===== config.mk =====
export PLATFORM = sky130hd
export DESIGN_NAME = mem_domain_guard
export DESIGN_NICKNAME = d
export VERILOG_FILES = /design/src/rtl/mdg_pkg.sv /design/src/rtl/mdg_ctl_reg.sv /design/src/rtl/mdg_dom_sel.sv /design/src/rtl/mdg_perm_chk.sv /design/src/rtl/mem_domain_guard.sv
export SDC_FILE = /design/constraint.sdc
export NUM_CORES = 1
export LEC_CHECK = 0
export CAP_MARGIN = 30
export CORE_MARGIN = 1
export CORE_UTILIZATION = 35
export DETAILED_ROUTE_END_ITERATION = 12
export SETUP_SLACK_MARGIN = 0.05
export SLEW_MARGIN = 25
export SYNTH_ARGS = -nofsm -noshare
export SYNTH_HDL_FRONTEND = slang
export SYNTH_SLANG_ARGS = --single-unit
export TNS_END_PERCENT = 50

===== constraint.sdc =====
create_clock -name clk_i -period 3.65 [get_ports clk_i]
set_clock_uncertainty 0.2 [all_clocks]
set_input_delay 0.73 -clock clk_i [delete_from_list [all_inputs] [get_ports clk_i]]
set_output_delay 0.73 -clock clk_i [all_outputs]
set_load 0.01 [all_outputs]

===== src/rtl/mdg_pkg.sv =====
package mdg_pkg;
  localparam int unsigned FIELD_W = 2;

  typedef enum logic [1:0] {
    DOM_NONE   = 2'b00,
    DOM_CLIENT = 2'b01,
    DOM_RSVD   = 2'b10,
    DOM_MGR    = 2'b11
  } dom_mode_e;

  typedef enum logic [1:0] {
    AP_PROT  = 2'b00,
    AP_PRIV  = 2'b01,
    AP_UREAD = 2'b10,
    AP_FULL  = 2'b11
  } ap_code_e;

  typedef struct packed {
    logic grant;
    logic dom_fault;
    logic perm_fault;
  } verdict_t;
endpackage


===== src/rtl/mdg_ctl_reg.sv =====
module mdg_ctl_reg #(
  parameter int unsigned CTL_W = 32
) (
  input  logic             clk_i,
  input  logic             rst_ni,
  input  logic             we_i,
  input  logic [CTL_W-1:0] wdata_i,
  output logic [CTL_W-1:0] ctl_o
);
  logic [CTL_W-1:0] ctl_q;

  always_ff @(posedge clk_i or negedge rst_ni) begin
    if (!rst_ni)   ctl_q <= '0;
    else if (we_i) ctl_q <= wdata_i;
  end

  assign ctl_o = ctl_q;

  assert_write_lands_R11: assert property (@(posedge clk_i) disable iff (!rst_ni)
    we_i |=> ctl_q == $past(wdata_i));
  assert_hold_R11: assert property (@(posedge clk_i) disable iff (!rst_ni)
    !we_i |=> $stable(ctl_q));
endmodule


===== src/rtl/mdg_dom_sel.sv =====
module mdg_dom_sel
  import mdg_pkg::*;
#(
  parameter int unsigned NUM_DOM = 16,
  localparam int unsigned CTL_W  = NUM_DOM * FIELD_W,
  localparam int unsigned IDX_W  = $clog2(NUM_DOM)
) (
  input  logic [CTL_W-1:0] ctl_i,
  input  logic [IDX_W-1:0] dom_i,
  output dom_mode_e        mode_o
);
  logic [FIELD_W-1:0] field [NUM_DOM];

  for (genvar g = 0; g < NUM_DOM; g++) begin : g_field
    assign field[g] = ctl_i[g*FIELD_W +: FIELD_W];
  end

  assign mode_o = dom_mode_e'(field[dom_i]);
endmodule


===== src/rtl/mdg_perm_chk.sv =====
module mdg_perm_chk
  import mdg_pkg::*;
(
  input  logic [1:0] ap_i,
  input  logic       priv_i,
  input  logic       write_i,
  input  logic       sys_i,
  input  logic       rom_i,
  output logic       allow_o
);
  always_comb begin
    unique case (ap_code_e'(ap_i))
      AP_FULL:  allow_o = 1'b1;
      AP_PRIV:  allow_o = priv_i;
      AP_UREAD: allow_o = priv_i | ~write_i;
      AP_PROT: begin
        // S and R pick the read-only flavour; equal bits deny
        unique case ({sys_i, rom_i})
          2'b10:   allow_o = priv_i & ~write_i;
          2'b01:   allow_o = ~write_i;
          default: allow_o = 1'b0;
        endcase
      end
      default:  allow_o = 1'b0;
    endcase
  end
endmodule


===== src/rtl/mem_domain_guard.sv =====
module mem_domain_guard
  import mdg_pkg::*;
#(
  parameter int unsigned NUM_DOM = 16,
  localparam int unsigned CTL_W  = NUM_DOM * FIELD_W,
  localparam int unsigned IDX_W  = $clog2(NUM_DOM)
) (
  input  logic             clk_i,
  input  logic             rst_ni,
  input  logic             cfg_we_i,
  input  logic [CTL_W-1:0] cfg_wdata_i,
  input  logic             req_valid_i,
  input  logic [IDX_W-1:0] req_dom_i,
  input  logic [1:0]       req_perm_i,
  input  logic             req_priv_i,
  input  logic             req_write_i,
  input  logic             prot_sys_i,
  input  logic             prot_rom_i,
  output logic             rsp_valid_o,
  output logic             rsp_grant_o,
  output logic             rsp_dom_fault_o,
  output logic             rsp_perm_fault_o
);
  logic [CTL_W-1:0] ctl;
  dom_mode_e        mode;
  logic             allow;
  verdict_t         verdict_d, verdict_q;
  logic             valid_q;

  mdg_ctl_reg #(.CTL_W(CTL_W)) u_ctl (
    .clk_i, .rst_ni, .we_i(cfg_we_i), .wdata_i(cfg_wdata_i), .ctl_o(ctl)
  );

  mdg_dom_sel #(.NUM_DOM(NUM_DOM)) u_sel (
    .ctl_i(ctl), .dom_i(req_dom_i), .mode_o(mode)
  );

  mdg_perm_chk u_perm (
    .ap_i(req_perm_i), .priv_i(req_priv_i), .write_i(req_write_i),
    .sys_i(prot_sys_i), .rom_i(prot_rom_i), .allow_o(allow)
  );

  always_comb begin
    verdict_d = '0;
    unique case (mode)
      DOM_MGR:    verdict_d.grant = 1'b1;
      DOM_CLIENT: begin
        verdict_d.grant      = allow;
        verdict_d.perm_fault = ~allow;
      end
      default:    verdict_d.dom_fault = 1'b1; // none and reserved
    endcase
  end

  always_ff @(posedge clk_i or negedge rst_ni) begin
    if (!rst_ni) begin
      valid_q   <= 1'b0;
      verdict_q <= '0;
    end else begin
      valid_q   <= req_valid_i;
      verdict_q <= req_valid_i ? verdict_d : '0;
    end
  end

  assign rsp_valid_o      = valid_q;
  assign rsp_grant_o      = verdict_q.grant;
  assign rsp_dom_fault_o  = verdict_q.dom_fault;
  assign rsp_perm_fault_o = verdict_q.perm_fault;

  assert_rsp_follows_req_R10: assert property (@(posedge clk_i) disable iff (!rst_ni)
    req_valid_i |=> rsp_valid_o);
  assert_rsp_has_req_R10: assert property (@(posedge clk_i) disable iff (!rst_ni)
    rsp_valid_o |-> $past(req_valid_i));
  assert_one_verdict_R10: assert property (@(posedge clk_i) disable iff (!rst_ni)
    rsp_valid_o |-> $countones({rsp_grant_o, rsp_dom_fault_o, rsp_perm_fault_o}) == 1);
  assert_quiet_idle_R10: assert property (@(posedge clk_i) disable iff (!rst_ni)
    !rsp_valid_o |-> !(rsp_grant_o || rsp_dom_fault_o || rsp_perm_fault_o));
  assert_mgr_grant_R4: assert property (@(posedge clk_i) disable iff (!rst_ni)
    (req_valid_i && mode == DOM_MGR) |=> rsp_grant_o);
  assert_noacc_fault_R3: assert property (@(posedge clk_i) disable iff (!rst_ni)
    (req_valid_i && (mode == DOM_NONE || mode == DOM_RSVD)) |=> rsp_dom_fault_o);
  assert_perm_fault_client_R9: assert property (@(posedge clk_i) disable iff (!rst_ni)
    rsp_perm_fault_o |-> $past(mode) == DOM_CLIENT);
endmodule


==> metrics.md, run 1 <==
| Metric | Value |
|---|---|
| Initial antenna violation count | 0 |
| Fmax | 373 MHz |
| Gr usage total | 14.9% |
| Core area | approximately 0.0045 sq mm |
| PD cells | between 400 and 500 mW/mm^2 |
| Max-cap viol count | 0 |
| Psw | around 200 uW |
| Leakage power | 0.000977 uW |
| P_int | 749 uW |
| Num rows | 24 |
| Die Span Y | approximately 71 um |
| Die Area | just over 0.005 sq mm |
| Clk sink count | 36 |
| CP Class | primary input to flop |
| Async set-or-reset flop fraction in the synthesized netlist | 100% |
| Unrepaired setup endpoints after global routing | false |
| Crit path launch type | primary input |
| Synthesized instance count | around 110 |
| Syn_nets | approximately 160 |
| WP data required | about 3600 ps |
| Largest net degree at the start of global routing | 37 |
| ANT cells | 0 |
| Vias in the first global route | 1,163 |
| Vias | 1,073 |
| Synth Flop Type | dfrtp_1 |
| Seq/Total Area, Yosys | between 50% and 60% |
| Mapped cell area | ~0.0017 sq mm |
| Post-layout util | between 50% and 60% |
| RePlAce Congestion | just under 0.8 |
| Detail Placement HPWL | between 2000 and 3000 um |
| Slew Viols, Final | 0 |
| Post-synthesis average cell area | roughly 15 sq um |
| CTS Hold Buffers Added | 0 |
| Slew @ Worst Pin | approximately 530 ps |
| CTS root buf | clkbuf_8 |
| CTS Buf Count | 5 |
| Routed len/inst | between 15 and 20 um |
| Fin nets | 210 |
| Largest area contributor in the netlist | dfrtp_1 |
| Part of the power in combinational logic | about 17% |
| Time the worst path needs with I/O delays and setup | 2680 ps |
| Detailed Route WL | roughly 3400 um |
| Resized cells post-CTS | 0 |
| Synth Register Bits | 36 |
| Number of synthesized flops with an enable pin | 0 |
| H-tree Lvls | 2 |
| Critical Path Sink Type | flop |
| Sw Share | about a fifth |
| Arrival time worst endpoint | approximately 2700 ps |
| Post-route DRC | 3 |
| Synth top area cells | dfrtp_1 54%, mux2_2 22%, mux4_1 9.5%, ha_1 1.5%, mux4_2 1.4% |
| Worst-path clk slew | about 70 ps |
| Postcts setup bufs | 0 |
| Via density | roughly 5.0 |
| 1st-pass router iterations | 9 |
| Clk pwr share | 35.1% |
| # port buffers | 49 |
| CTS tree | built |
| Failing checks | DRC |
| YS warnings | 0 |
| Distinct cells, synth | 24 |
| First-pass GRT wire length | around 5700 um |
| Period Utilization, post-route | between 70% and 80% |
| Layout cells sized above 1 | between 20 and 30% |
| CP max FO | 9 |
| Die W | a little over 70 um |
| Antenna-violating nets left | 0 |
| Most common cell after layout, fill and taps aside | clkdlybuf4s50_1 |
| Total gr overflow | 0 |
| Fin. Hold Viols | 0 |
| Setup TNS | 0 ps |
| Area share of the largest cell type after synthesis | approximately 54% |
| Setup-failing EPs final | 0 |
| Clk buf depth | 2 |
| Run status | finished with violations |
| HP Class | flop to flop |
| Slew Limit Headroom | between 60% and 70% |
| Max VDD drop | 0.000259 V |
| Most frequent cells in the layout | 49 x clkdlybuf4s50_1, 36 x dfrtp_1, 33 x mux2_2 |
| Sequential share of power | 48.1% |
| Clk Latency, worst-skew pair | about 280 ps |
| Io pins | 50 |
| Layout area overhead | 39.1% |
| Initial Util | around 37% |
| Iteration-0 DRC Markers | 29 |
[cell usage after synthesis, types with 2 or more instances]
| cell | instances |
|---|---|
| inv_1 | 3 |
| mux4_1 | 6 |
| nand2b_1 | 2 |
| nand2_1 | 4 |
| mux2_2 | 33 |
| buf_1 | 3 |
| ha_1 | 2 |
| nor2_1 | 3 |
| a21oi_1 | 2 |
| mux2i_1 | 2 |
| dfrtp_1 | 36 |
[logic make-up (layout without fill, tap and decap cells)]
group	Yosys count	after routing	synth area share, %
and+or+nand+nor	15	15	4.88
DFF	36	36	54.0
buffers and inverters	8	62	2.25
AOI/OAI and AO/OA	6	6	3.08
muxes	42	42	34.3
adders and majority gates	2	2	1.50
[worst max-delay path, cell delays in order]
cell and delay [ps]:
clkdlybuf4s50_1 800, mux4_1 630, nand3_1 120, a41o_1 190, and3b_1 170
[power by group through the flow]
stage               clock [uW]  sequential (uW)  combinational [uW]
finish                     334              459                 160
global route               367              463                 174
CTS                        344              459                 163
detailed placement           0              467                 162
global placement             0              466                 157
floorplan                    0              459                82.4
[state kept, by name, summed over array words and instances (netlist names)]
signal	flops
rsp_grant_o	1
rsp_perm_fault_o	1
rsp_valid_o	1
rsp_dom_fault_o	1
u_ctl.ctl_o	32
[stage by stage]
stage	instance area (sq um)	hold WS, ps	setup slack [ps]	power, uW	cells
finish	2320	302	969	953	215
floorplan	1670	234	1500	541	109
detailed placement	2210	291	665	628	207
global route	2320	329	862	1000	215
global placement	2210	284	690	622	207
CTS	2320	306	953	966	215
[path summary, 6_finish.rpt]
kind | start | to | slack (ps) | depth (start not counted)
setup reg to reg | u_ctl.ctl_o[22] | rsp_perm_fault_o | 1950 | 4
setup / recovery | req_dom_i[0] | rsp_perm_fault_o | 970 | 5
min in group asynchronous | rst_ni | u_ctl.ctl_o[1] | 670 | 2
max in group asynchronous | rst_ni | rsp_perm_fault_o | 2260 | 2
hold reg to reg | u_ctl.ctl_o[31] | u_ctl.ctl_o[31] | 300 | 1
hold / removal | u_ctl.ctl_o[31] | u_ctl.ctl_o[31] | 300 | 1
[cell type report]
cell class | count | area, sq um
tap | 52 | 65.1
timing repair buffer | 51 | 505
clock buffer | 6 | 72.6
clock inverter | 2 | 35.0
fill | 394 | 2150
multi-input combinational | 65 | 729
sequential | 36 | 901
inverter | 3 | 11.3
[per-layer routing]
layer | vias up | global-route usage [%] | share of wire [%]
met2 | 34 | 23.8 | 49
met1 | 527 | 19.5 | 44
met5 | - | 0 | 0
met4 | 0 | 5.33 | 1.0
met3 | 4 | 3.99 | 5.6
li1 | 508 | - | -
No activity file was read; power rests on OpenSTA's default activity.
==> run 2, diff against run 1 <==
==> constraint.sdc (replaced) <==
create_clock -name clk_i -period 2.8 [get_ports clk_i]
set_clock_uncertainty 0.2 [all_clocks]
set_input_delay 0.56 -clock clk_i [delete_from_list [all_inputs] [get_ports clk_i]]
set_output_delay 0.56 -clock clk_i [all_outputs]
set_load 0.01 [all_outputs]
==> metrics.md, run 2 (synthesized netlist as in run 1, its figures left out) <==
| Metric | Value |
|---|---|
| ANT cells | 0 (unchanged) |
| Total gr overflow | 0 (unchanged) |
| Leakage power | 0.000996 uW (+1.9%) |
| Setup TNS | 0 ps (unchanged) |
| Final Worst Setup Slack | 423 ps (-545 ps) |
| Initial antenna violation count | 0 (unchanged) |
| Design area | 0.00235 sq mm (+1.5%) |
| Clk buf depth | 2 (unchanged) |
| Most frequent cells in the layout | 49 x clkdlybuf4s50_1, 36 x dfrtp_1, 33 x mux2_2 |
| CP Class | primary input to flop |
| Slew @ Worst Pin | 453 ps (-78.2 ps) |
| P_int | 1030 uW (+37%) |
| Sw Share | 20.8% (-0.57 points) |
| Layout cells sized above 1 | 29.7% (+1.5 points) |
| Fmax | between 400 and 500 MHz |
| Max FFs per register | 32 (unchanged) |
| Part of the power in combinational logic | 16.2% (-0.6 points) |
| Resized cells post-CTS | 0 (unchanged) |
| Largest net degree at the start of global routing | 37 (unchanged) |
| Io pins | 50 (unchanged) |
| # port buffers | 49 (unchanged) |
| Sequential share of power | 45.9% (-2.2 points) |
| Routed len/inst | 15.6 um (-0.21%) |
| Clk sink count | 36 (unchanged) |
| Fin. Hold Viols | 0 (unchanged) |
| WP data required | 2780 ps (-840 ps) |
| Detailed Route WL | 3380 um (+0.72%) |
| Postcts setup bufs | 0 (unchanged) |
| CTS Buf Count | 5 (unchanged) |
| Detail Placement HPWL | 2570 um (+2.0%) |
| Initial Util | 37.3% (unchanged) |
| Run status | finished with violations |
| Gr usage total | 15.3% (+0.49 points) |
| R2r startpoint | u_ctl.ctl_o[18] |
| Die W | 71.0 um (unchanged) |
| Vias in the first global route | 1,276 (+9.7%) |
| Time the worst path needs with I/O delays and setup | 2380 ps |
| Max VDD drop | 0.000223 V (-14%) |
| Slew Viols, Final | 0 (unchanged) |
| Core area | 0.00447 sq mm (unchanged) |
| CTS Hold Buffers Added | 0 (unchanged) |
| Die Span Y | 71.0 um (unchanged) |
| Clk pwr share | 37.8% (+2.7 points) |
| CTS tree | built |
| Arrival time worst endpoint | 2350 ps (-300 ps) |
| Failing checks | DRC |
| CP max FO | 7 (-2) |
| Num rows | 24 (unchanged) |
| Worst-path clk slew | 70 ps (about the same) |
| Hold Startpoint | u_ctl.ctl_o[23] |
| Via density | 5.05 (+1.2%) |
| H-tree Lvls | 2 (unchanged) |
| First-pass GRT wire length | 5780 um (+1.2%) |
| Max-cap viol count | 0 (unchanged) |
| Post-Place Setup Slack | 115 ps (-551 ps) |
| Setup-failing EPs final | 0 (unchanged) |
| Layout area overhead | 41.1% |
| 1st-pass router iterations | 8 (-1) |
| Fin nets | 212 (+0.95%) |
| Die Area | 0.00505 sq mm (unchanged) |
| Critical Path Sink Type | flop |
| Slew Limit Headroom | 69.8% (+5.3 points) |
| Vias | 1,096 (+2.1%) |
| Worst Setup SP | req_dom_i[0] |
| Unrepaired setup endpoints after global routing | false |
| Psw | 270 uW (+33%) |
| Crit path launch type | primary input |
| Fillers | 379 (-3.8%) |
| Antenna-violating nets left | 0 (unchanged) |
| CTS root buf | clkbuf_8 |
| HP Class | flop to flop |
| Clk Latency, worst-skew pair | 290 ps (about the same) |
| PD cells | 552 mW/mm^2 (+34%) |
| Period Utilization, post-route | ~85% |
| Dpl cell area | 0.00223 sq mm (+0.68%) |
| Post-route DRC | 3 (unchanged) |
| Most common cell after layout, fill and taps aside | clkdlybuf4s50_1 |
| RePlAce Congestion | 0.820 (+6.3%) |
| Iteration-0 DRC Markers | 33 (+14%) |
run 2: cell types whose count changed in the layout (fill, tap and decap cells not counted):
cell      delta
buf_4        +2
clkbuf_1     -1
clkinv_2     -1
clkbuf_8     +2
run 2: per-stage QoR:
stage / utilization [%] / hold slack [ps] / total power, uW / std cells
4_1_cts: 52.6 / 308 / 1320 / 217
6_report: 52.6 / 306 / 1300 / 217
5_1_grt: 52.6 / 327 / 1360 / 217
2_1_floorplan: - / 64.4 / 705 / 109
3_3_place_gp: 49.8 / 284 / 813 / 209
3_5_place_dp: 49.8 / 291 / 821 / 209
run 2: power groups by stage:
| stage | sequential (uW) | clock (uW) | combinational, uW |
|---|---|---|---|
| finish | 596 | 491 | 211 |
| CTS | 598 | 507 | 215 |
| global placement | 607 | 0 | 206 |
| detailed placement | 608 | 0 | 213 |
| global route | 602 | 529 | 230 |
| floorplan | 598 | 0 | 107 |
run 2: worst paths after layout:
path	end	slack, ps	cells past startpoint
max	rsp_perm_fault_o	420	5
min	u_ctl.ctl_o[23]	310	1
max reg2reg	rsp_perm_fault_o	1120	4
min reg2reg	u_ctl.ctl_o[23]	310	1
max in group asynchronous	u_ctl.ctl_o[6]	1590	2
min in group asynchronous	u_ctl.ctl_o[17]	490	2
run 2: routing by layer:
metal	up-vias	GRT usage [%]	share of wire, %
met1	539	17.0	40
met2	36	26.6	52
li1	515	-	-
met3	6	5.56	6.9
met4	0	6.67	1.7
met5	-	0	0
run 2: worst max-delay path: stages:
cell             delay [ps]
clkdlybuf4s50_1         700
mux4_1                  610
nand3b_1                120
a41o_1                  190
and3b_1                 170
run 2: cell type report:
type	instances	area [sq um]	area share (%)
clock buffers	7	96.3	4.09
multi-input cells	65	729	31.0
inverters	3	11.3	0.478
flip-flops and latches	36	901	38.3
repair buffers	53	520	22.1
clock inverters	1	30.0	1.28
well taps	52	65.1	2.76
==> run 3, diff against run 2 <==
==> constraint.sdc (replaced) <==
create_clock -name clk_i -period 2.2 [get_ports clk_i]
set_clock_uncertainty 0.2 [all_clocks]
set_input_delay 0.44 -clock clk_i [delete_from_list [all_inputs] [get_ports clk_i]]
set_output_delay 0.44 -clock clk_i [all_outputs]
set_load 0.01 [all_outputs]
==> metrics.md, run 3 (synthesized netlist as in run 1, its figures left out) <==
| Metric | Value |
|---|---|
| PD cells | 644 mW/mm^2 (+17%) |
| Worst-path clk slew | 70 ps (about the same) |
| Slew @ Worst Pin | 443 ps (-10.2 ps) |
| CTS root buf | clkbuf_8 |
| Worst R2R Setup Slack | 530 ps (-590 ps) |
| Fillers | 377 (-0.53%) |
| Time the worst path needs with I/O delays and setup | around 2000 ps |
| Most common cell after layout, fill and taps aside | clkdlybuf4s50_1 |
| Post-route DRC | 6 (+3) |
| Part of the power in combinational logic | 18.6% (+2.4 points) |
| RePlAce Congestion | 0.766 (-6.5%) |
| Layout cells sized above 1 | 34.1% (+4.4 points) |
| Design area | 0.00238 sq mm (+1.2%) |
| Hold Crit Depth | 1 (unchanged) |
| Post-route non-filler standard cell count | 222 (+2.3%) |
| CTS tree | built |
| Initial Util | 37.3% (unchanged) |
| Slew Limit Headroom | 70.4% (+0.68 points) |
| Fin. Hold Viols | 0 (unchanged) |
| Arrival time worst endpoint | 1980 ps (-370 ps) |
| Fin nets | 218 (+2.8%) |
| CP Class | primary input to flop |
| ANT cells | 0 (unchanged) |
| Failing checks | DRC |
| P_int | 1200 uW (+17%) |
| Unrepaired setup endpoints after global routing | false |
| Crit path max-delay family | multiplexers |
| Die Span Y | 71.0 um (unchanged) |
| Critical path's largest stage delay | 570 ps (-130 ps) |
| Period Utilization, post-route | roughly nine tenths |
| First-pass GRT wire length | 5700 um (-1.4%) |
| Initial antenna violation count | 0 (unchanged) |
| H-tree Lvls | 2 (unchanged) |
| Io pins | 50 (unchanged) |
| Detail Placement HPWL | 2500 um (-2.6%) |
| Total gr overflow | 0 (unchanged) |
| Layout area overhead | 42.8% |
| Sequential share of power | 49.5% (+3.6 points) |
| Iteration-0 DRC Markers | 32 (-3.0%) |
| HP Class | flop to flop |
| Detailed Route WL | 3330 um (-1.6%) |
| Core area | 0.00447 sq mm (unchanged) |
| Crit path cell chain | clkdlybuf4s50_1 > mux4_1 > nand2_1 > a41o_1 > and3b_1 |
| R2R cell count | 4 (unchanged) |
| Largest net degree at the start of global routing | 37 (unchanged) |
| Vias | 1,109 (+1.2%) |
| Clk buf depth | 2 (unchanged) |
| CTS Buf Count | 5 (unchanged) |
| # port buffers | 49 (unchanged) |
| WP data required | 2170 ps (-610 ps) |
| R2r startpoint | u_ctl.ctl_o[8] |
| Max VDD drop | 0.000316 V (+42%) |
| Gr usage total | 14.8% (-0.54 points) |
| Run status | finished with violations |
| Crit. path cell count | 5 (unchanged) |
| 1st-pass router iterations | 8 (unchanged) |
| Clk sink count | 36 (unchanged) |
| Setup TNS | 0 ps (unchanged) |
| Fmax | ~500 MHz |
| Clk Latency, worst-skew pair | 280 ps (about the same) |
| Dpl cell area | 0.00228 sq mm (+2.2%) |
| Vias in the first global route | 1,228 (-3.8%) |
| WHS Endpoint | u_ctl.ctl_o[23] |
| Die W | 71.0 um (unchanged) |
| Crit path launch type | primary input |
| Routed len/inst | 15.0 um (-3.8%) |
| Hold Startpoint | u_ctl.ctl_o[23] |
| Post-layout util | 53.2% (+0.62 points) |
| Reg-to-reg endpoint | rsp_perm_fault_o |
| Setup-failing EPs final | 0 (unchanged) |
| Slowest CP cell | mux4_1 |
| Antenna-violating nets left | 0 (unchanged) |
| Clk pwr share | 31.9% (-5.9 points) |
| Final Worst Setup Slack | 194 ps (-229 ps) |
| Critical path buffer and inverter count | 1 (unchanged) |
| Most frequent cells in the layout | 48 x clkdlybuf4s50_1, 36 x dfrtp_1, 33 x mux2_2 |
| Psw | 332 uW (+23%) |
| Num rows | 24 (unchanged) |
| Max-cap viol count | 0 (unchanged) |
| Die Area | 0.00505 sq mm (unchanged) |
| Sw Share | 21.7% (+0.91 points) |
| Max FFs per register | 32 (unchanged) |
| Post-Place Setup Slack | -242 ps (-356 ps) |
| Leakage power | 0.00102 uW (+2.0%) |
| Slew Viols, Final | 0 (unchanged) |
| CP max FO | 2 (-5) |
| Placed instance count | 214 (+2.4%) |
| Via density | 5.00 (-1.1%) |
| Critical Path Sink Type | flop |
| CTS Hold Buffers Added | 0 (unchanged) |
## run 3: how the worst max path moves through the flow
stage	from	to	slack (ps)
floorplan	req_dom_i[0]	rsp_perm_fault_o	340
global placement	req_dom_i[0]	rsp_perm_fault_o	-210
detailed placement	req_dom_i[0]	rsp_perm_fault_o	-240
CTS	req_dom_i[0]	rsp_perm_fault_o	60
global route	req_dom_i[2]	rsp_perm_fault_o	140
finish	req_dom_i[2]	rsp_perm_fault_o	190
## run 3: stage by stage
stage / total power (uW) / hold WS (ps)
after global placement: 1040 / 284
final: 1530 / 303
after CTS: 1550 / 306
after detailed placement: 1050 / 291
after global routing: 1620 / 321
after floorplan: 897 / -55.6
## run 3: power groups by stage
stage | clock network (uW) | registers [uW] | logic (uW)
2_1_floorplan | 0 | 761 | 137
3_3_place_gp | 0 | 769 | 275
3_5_place_dp | 0 | 772 | 280
5_1_grt | 539 | 769 | 310
4_1_cts | 506 | 759 | 282
6_report | 490 | 759 | 284
## run 3: layout make-up
class	instances	area (sq um)	area share, %
Timing Repair Buffer	59	584	24.5
Tap cell	52	65.1	2.73
Sequential cell	36	901	37.8
Multi-Input combinational cell	65	723	30.4
Clock buffer	7	96.3	4.05
Inverter	3	11.3	0.473
## run 3: metal layers
metal | GRT usage, % | vias to the layer above | part of all wire (%)
met5 | 0 | - | 0
met4 | 4.67 | 0 | 1.1
met3 | 5.27 | 4 | 5.9
met2 | 23.8 | 34 | 49
met1 | 18.8 | 550 | 44
li1 | - | 521 | -
## run 3: repair_timing
action	in CTS	in global routing
gates resized for setup	0	7
endpoints found under the setup margin	0	1
setup buffers	0	1
## run 3: worst reg2reg max path: cells and delay by family, from the launching register on
family	cells	cell delay, ps
mux	1	520
flops	1	370
simple gates	2	270
compound gates	1	190
